$ cat config.mk
export PLATFORM = sky130hd
export DESIGN_NAME = tmr_pwr_ctl
export DESIGN_NICKNAME = d
export VERILOG_FILES = /design/src/rtl/tmr_pwr_pkg.sv /design/src/rtl/tmr_pwr_mode_dec.sv /design/src/rtl/tmr_pwr_regs.sv /design/src/rtl/tmr_pwr_gate.sv /design/src/rtl/tmr_pwr_ctl.sv
export SDC_FILE = /design/constraint.sdc
export NUM_CORES = 1
export LEC_CHECK = 0
export ABC_AREA = 1
export BUFFER_PORTS_ARGS = -buffer_cell sky130_fd_sc_hd__buf_2
export CELL_PAD_IN_SITES_DETAIL_PLACEMENT = 0
export CELL_PAD_IN_SITES_GLOBAL_PLACEMENT = 1
export CORE_ASPECT_RATIO = 1.1
export CORE_MARGIN = 2
export CORE_UTILIZATION = 34
export DETAILED_ROUTE_END_ITERATION = 10
export GPL_ROUTABILITY_DRIVEN = 0
export GPL_TIMING_DRIVEN = 0
export PLACE_DENSITY_LB_ADDON = 0.1
export SYNTH_ARGS = -nofsm -noshare
export SYNTH_HDL_FRONTEND = slang
export SYNTH_SLANG_ARGS = --single-unit
$ cat constraint.sdc
create_clock -name clk_i -period 2.4 [get_ports clk_i]
set_input_delay 0.12 -clock clk_i [delete_from_list [all_inputs] [get_ports clk_i]]
set_output_delay 0.12 -clock clk_i [all_outputs]
set_load 0.01 [all_outputs]
$ cat src/rtl/tmr_pwr_pkg.sv
package tmr_pwr_pkg;

   typedef enum logic [1:0] {
      MODE_RUN  = 2'd0,
      MODE_DBG  = 2'd1,
      MODE_WAIT = 2'd2,
      MODE_STOP = 2'd3
   } pwr_mode_e;

   localparam int unsigned FIELD_W = 3;
   localparam int unsigned NREG    = 3;
   localparam int unsigned FLAT_W  = FIELD_W * NREG;

   localparam int unsigned REG_SYS = 0;
   localparam int unsigned REG_ACC = 1;
   localparam int unsigned REG_CH7 = 2;

   typedef struct packed {
      logic ch7_mask;
      logic ch7_lvl;
      logic ch7_mode;
      logic acc_evt;
      logic acc_pin_en;
      logic acc_en;
      logic wait_frz;
      logic dbg_frz;
      logic tmr_en;
   } ctl_t;

endpackage

$ cat src/rtl/tmr_pwr_mode_dec.sv
module tmr_pwr_mode_dec
   import tmr_pwr_pkg::*;
(
   input  logic      stop_i,
   input  logic      wait_i,
   input  logic      dbg_i,
   output pwr_mode_e mode_o
);

   always_comb begin
      if (stop_i)      mode_o = MODE_STOP;
      else if (wait_i) mode_o = MODE_WAIT;
      else if (dbg_i)  mode_o = MODE_DBG;
      else             mode_o = MODE_RUN;
   end

endmodule

$ cat src/rtl/tmr_pwr_regs.sv
module tmr_pwr_regs
   import tmr_pwr_pkg::*;
#(
   parameter int unsigned DATA_W = 8,
   parameter int unsigned ADDR_W = 4
) (
   input  logic              clk_i,
   input  logic              rst_ni,
   input  logic              sel_i,
   input  logic              wr_i,
   input  logic [ADDR_W-1:0] addr_i,
   input  logic [DATA_W-1:0] wdata_i,
   input  logic              acc_ok_i,
   output logic [DATA_W-1:0] rdata_o,
   output logic              err_o,
   output ctl_t              ctl_o
);

   localparam int unsigned PAD_W = DATA_W - FIELD_W;

   initial begin
      assert (DATA_W >= FIELD_W) else $error("DATA_W narrower than a register field");
      assert (ADDR_W >= 2)       else $error("ADDR_W too small for the register map");
   end

   logic [FLAT_W-1:0]  flat_q;
   logic [FIELD_W-1:0] rd_field;
   logic               wr_ok;
   logic               rd_ok;

   assign wr_ok = sel_i & wr_i & acc_ok_i;
   assign rd_ok = sel_i & ~wr_i & acc_ok_i;

   for (genvar g = 0; g < NREG; g++) begin : g_reg
      logic [FIELD_W-1:0] field_q;
      always_ff @(posedge clk_i or negedge rst_ni) begin
         if (!rst_ni)
            field_q <= '0;
         else if (wr_ok && (addr_i == ADDR_W'(g)))
            field_q <= wdata_i[FIELD_W-1:0];
      end
      assign flat_q[g*FIELD_W +: FIELD_W] = field_q;
   end

   always_comb begin
      rd_field = '0;
      for (int i = 0; i < NREG; i++) begin
         if (rd_ok && (addr_i == ADDR_W'(i)))
            rd_field = flat_q[i*FIELD_W +: FIELD_W];
      end
   end

   if (PAD_W > 0) begin : g_pad
      assign rdata_o = {{PAD_W{1'b0}}, rd_field};
   end else begin : g_nopad
      assign rdata_o = rd_field;
   end

   always_ff @(posedge clk_i or negedge rst_ni) begin
      if (!rst_ni) err_o <= 1'b0;
      else         err_o <= sel_i & ~acc_ok_i;
   end

   assign ctl_o = ctl_t'(flat_q);

   // a refused write leaves every register untouched
   a_r12_write_ignored: assert property (@(posedge clk_i) disable iff (!rst_ni)
      (sel_i && wr_i && !acc_ok_i) |=> $stable(flat_q));
   // a refused access reads zero and pulses the error output next cycle
   a_r12_read_zero: assert property (@(posedge clk_i) disable iff (!rst_ni)
      (sel_i && !wr_i && !acc_ok_i) |-> (rdata_o == '0));
   a_r12_err_next: assert property (@(posedge clk_i) disable iff (!rst_ni)
      (sel_i && !acc_ok_i) |=> err_o);

endmodule

$ cat src/rtl/tmr_pwr_gate.sv
module tmr_pwr_gate
   import tmr_pwr_pkg::*;
(
   input  logic      clk_i,
   input  logic      rst_ni,
   input  pwr_mode_e mode_i,
   input  ctl_t      ctl_i,
   output logic      tmr_tick_o,
   output logic      acc_tick_o,
   output logic      acc_ok_o,
   output logic      pin_sel_o
)
;
   logic halted, wait_frozen, dbg_frozen;
   logic tmr_d, acc_d, ok_d, pin_d;

   always_comb begin
      halted      = (mode_i == MODE_STOP);
      wait_frozen = (mode_i == MODE_WAIT) && ctl_i.wait_frz;
      dbg_frozen  = (mode_i == MODE_DBG)  && ctl_i.dbg_frz;
      ok_d  = !halted && !wait_frozen;
      tmr_d = ctl_i.tmr_en && ok_d && !dbg_frozen;
      acc_d = ctl_i.acc_en && ok_d && !(dbg_frozen && !ctl_i.acc_evt);
      pin_d = ctl_i.acc_pin_en && !ctl_i.ch7_mode && !ctl_i.ch7_lvl && !ctl_i.ch7_mask;
   end

   always_ff @(posedge clk_i or negedge rst_ni) begin
      if (!rst_ni) begin
         tmr_tick_o <= 1'b0;
         acc_tick_o <= 1'b0;
         acc_ok_o   <= 1'b1;
         pin_sel_o  <= 1'b0;
      end else begin
         tmr_tick_o <= tmr_d;
         acc_tick_o <= acc_d;
         acc_ok_o   <= ok_d;
         pin_sel_o  <= pin_d;
      end
   end

   a_r4_dbg_freeze: assert property (@(posedge clk_i) disable iff (!rst_ni)
      (mode_i == MODE_DBG && ctl_i.dbg_frz) |=> !tmr_tick_o);
   a_r5_evt_runs: assert property (@(posedge clk_i) disable iff (!rst_ni)
      (mode_i == MODE_DBG && ctl_i.acc_evt && ctl_i.acc_en) |=> acc_tick_o);
   a_r6_wait_freeze: assert property (@(posedge clk_i) disable iff (!rst_ni)
      (mode_i == MODE_WAIT && ctl_i.wait_frz) |=> (!tmr_tick_o && !acc_tick_o && !acc_ok_o));
   a_r9_stop_all_off: assert property (@(posedge clk_i) disable iff (!rst_ni)
      (mode_i == MODE_STOP) |=> (!tmr_tick_o && !acc_tick_o && !acc_ok_o));
   a_r11_pin_blocked: assert property (@(posedge clk_i) disable iff (!rst_ni)
      (ctl_i.ch7_mode || ctl_i.ch7_lvl || ctl_i.ch7_mask || !ctl_i.acc_pin_en) |=> !pin_sel_o);

endmodule

$ cat src/rtl/tmr_pwr_ctl.sv
module tmr_pwr_ctl
   import tmr_pwr_pkg::*;
#(
   parameter int unsigned DATA_W = 8,
   parameter int unsigned ADDR_W = 4
) (
   input  logic              clk_i,
   input  logic              rst_ni,
   input  logic              cpu_stop_i,
   input  logic              cpu_wait_i,
   input  logic              cpu_dbg_i,
   input  logic              bus_sel_i,
   input  logic              bus_wr_i,
   input  logic [ADDR_W-1:0] bus_addr_i,
   input  logic [DATA_W-1:0] bus_wdata_i,
   output logic [DATA_W-1:0] bus_rdata_o,
   output logic              bus_err_o,
   output logic              tmr_tick_en_o,
   output logic              acc_tick_en_o,
   output logic              reg_access_ok_o,
   output logic              ch7_to_acc_o
);

   pwr_mode_e mode;
   ctl_t      ctl;

   tmr_pwr_mode_dec u_dec (
      .stop_i (cpu_stop_i),
      .wait_i (cpu_wait_i),
      .dbg_i  (cpu_dbg_i),
      .mode_o (mode)
   );

   tmr_pwr_regs #(.DATA_W(DATA_W), .ADDR_W(ADDR_W)) u_regs (
      .clk_i    (clk_i),
      .rst_ni   (rst_ni),
      .sel_i    (bus_sel_i),
      .wr_i     (bus_wr_i),
      .addr_i   (bus_addr_i),
      .wdata_i  (bus_wdata_i),
      .acc_ok_i (reg_access_ok_o),
      .rdata_o  (bus_rdata_o),
      .err_o    (bus_err_o),
      .ctl_o    (ctl)
   );

   tmr_pwr_gate u_gate (
      .clk_i      (clk_i),
      .rst_ni     (rst_ni),
      .mode_i     (mode),
      .ctl_i      (ctl),
      .tmr_tick_o (tmr_tick_en_o),
      .acc_tick_o (acc_tick_en_o),
      .acc_ok_o   (reg_access_ok_o),
      .pin_sel_o  (ch7_to_acc_o)
   );

   // stop overrides any simultaneous wait or debug request
   a_r10_stop_wins: assert property (@(posedge clk_i) disable iff (!rst_ni)
      (cpu_stop_i && (cpu_wait_i || cpu_dbg_i)) |=> (!tmr_tick_en_o && !acc_tick_en_o));

endmodule

==> reports/qor.txt <==
CP Launch Type: register
CTS resizes: 0
Initial Utilization: 35.91%
Most frequent cells in the layout: buf_2 (21), nand2_1 (16), dfrtp_1 (13)
DR vias: 625
Full die area: 0.002520 mm^2
H-tree level count: 1
Clock Path Buffers: 2
Share of cells above drive strength 1: 36.75%
Warnings, synthesis: 0
Crit path max fanout: 9
CP required: 2.28 ns
Final Util: 45.88%
Cells after Synth: 86
Ports: 32
Crit path DAT: 1.44 ns
LEAKAGE: 0.5006 nW
Layout fillers: 219
Status: finished clean
First-pass GRT wire length: 2.470 mm
Most common cell after layout, fill and taps aside: buf_2
Min Hold Slack: 0.03298 ns
Pwr Density: 538.7 mW/mm^2
DRC Markers: 0
Via density: 4.310
Register area share after synthesis: 48.45%
Root Buffer: clkbuf_4
Post-synthesis simple-gate area fraction: 33.62%
TritonCTS Sinks: 14
Final min period: 1.561 ns
Ys flop type: dfrtp_1
# diodes: 0
CTS Buf Count: 3
Asr flop ratio synth: 100.0%
Largest family of logic cells by synthesized area: simple AND/OR/NAND/NOR gates
Synth Area in Compound Gates: 6.897%
Nets: 137
Total track usage: 14.27%
Cell area after layout: 927.1 um^2
DP HPWL: 1.182 mm
Core area: 0.002021 mm^2
Avg Cell Area, Syn: 8.438 um^2
XOR/XNOR Fraction of Synth Area: 0%
Final setup violation count: 0
Hold violation count in the final report: 0
Class of the worst hold path: in -> reg
Clk slew on worst S/H paths: 0.07 ns
Latest clock arrival within the worst-skew pair: 0.27 ns
VDD IR-drop max: 0.0003231 V
WL final: 1.410 mm
DIE WIDTH: 48.05 um
Synthesized area: 725.7 um^2
Max Clock Freq: 640.6 MHz
Area growth, synth to finish: 27.76%
Total power: 0.0004994 W
CP Class: reg -> out
CTS tree: yes
Post-CTS Setup Bufs: 0
CP Capture Type: output pin
Flops & latches, synth: 14
Number of flops mapped to enable cells by yosys: 0
Die height: 52.46 um
Final Max Tran Viols: 0
Setup TNS: 0 ns
Worst Skew: 0.009897 ns
Vias in the first global route: 607
MaxCap Viol Count: 0
Synth cell types: 20
Grt ovf: 0
Synth Area in Adders: 0%
Post-DP Area: 880.8 um^2
RSZ-0062 raised after global routing: no
Remaining antenna violation count: 0
Fin crit share: 65.05%
Pre-antenna DRT Iters: 2
Wirelength per Cell: 9.724 um
# port buffers: 21
# rows: 17
Largest net degree at the start of global routing: 15
Initial antenna violation count: 0
Post-synthesis mux area share: 0%
Initial DRC Count: 8
path summary, 6_finish.rpt:
check	from	endpoint	slack, ns	cells past startpoint
max in group asynchronous	rst_ni	u_gate.acc_ok_o	1.85	2
min in group asynchronous	rst_ni	u_regs.g_reg[1].field_q[0]	0.26	2
min	cpu_wait_i	u_gate.acc_ok_o	0.03	2
max reg2reg	u_gate.acc_ok_o	u_regs.g_reg[1].field_q[2]	1.31	5
min reg2reg	u_regs.g_reg[2].field_q[2]	u_gate.pin_sel_o	0.47	1
max	u_gate.acc_ok_o	bus_rdata_o[1]	0.84	5
state kept, by name (all words and copies together), names as in the netlist:
| register | count |
|---|---|
| u_regs.g.field_q | 9 |
| u_gate.acc_tick_o | 1 |
| u_gate.pin_sel_o | 1 |
| u_gate.acc_ok_o | 1 |
| u_regs.err_o | 1 |
| u_gate.tmr_tick_o | 1 |
per-stage QoR:
stage	instances	setup WS, ns
after floorplan	90	1.256
after global placement	139	1.138
after detailed placement	139	1.123
after CTS	145	0.8214
after global routing	145	0.6897
final	145	0.8389
kinds of logic (layout without fill, tap and decap cells):
group | after synthesis | count (layout)
other | 1 | 5
buffers and inverters | 15 | 42
AND/OR/NAND/NOR | 46 | 46
flip-flops | 14 | 14
AO/OA/AOI/OAI | 10 | 10
cell type report:
class,count,area (um^2),share of cell area [%]
flip-flops and latches,14,351.6,37.92
multi-input cells,61,312.8,33.74
repair buffers,23,125.1,13.50
inverters,10,38.79,4.184
plain buffers,5,37.54,4.049
well taps,28,35.03,3.779
clock buffers,4,26.28,2.834
worst max-delay path, stage by stage, from the launching register on:
cell     delay [ns]
dfstp_2        0.56
nand2_1        0.09
nor2_4         0.18
nand4_1        0.14
nand3_1        0.09
buf_2          0.12
cells in the mapped netlist, drive strengths merged (3+ instances only):
cell / count / area [um^2]
nand2: 20 / 85.08
dfrtp: 13 / 325.3
nand3: 11 / 60.06
nor2: 10 / 67.56
inv: 9 / 33.78
o21ai: 9 / 45.04
buf: 5 / 37.54
nand4: 3 / 18.77
routing by layer:
metal	global-route usage [%]	up-vias	part of all wire, %
li1	-	331	-
met1	16.27	272	47
met2	23.11	20	45
met3	4.828	2	7.2
met4	6.757	0	0.92
met5	0	-	0
what timing repair did:
action / 4_1_cts / 5_1_grt
endpoints found under the setup margin: 0 / 0
hold endpoints to repair: 14 / 0
hold buffers: 2 / 0
report_power, final:
part | internal (W) | switching, W
clock network | 0.0000643 | 0.0000707
logic | 0.0000361 | 0.0000467
registers | 0.000262 | 0.0000194
total | 0.000363 | 0.000137
No activity file was read; power rests on OpenSTA's default activity.
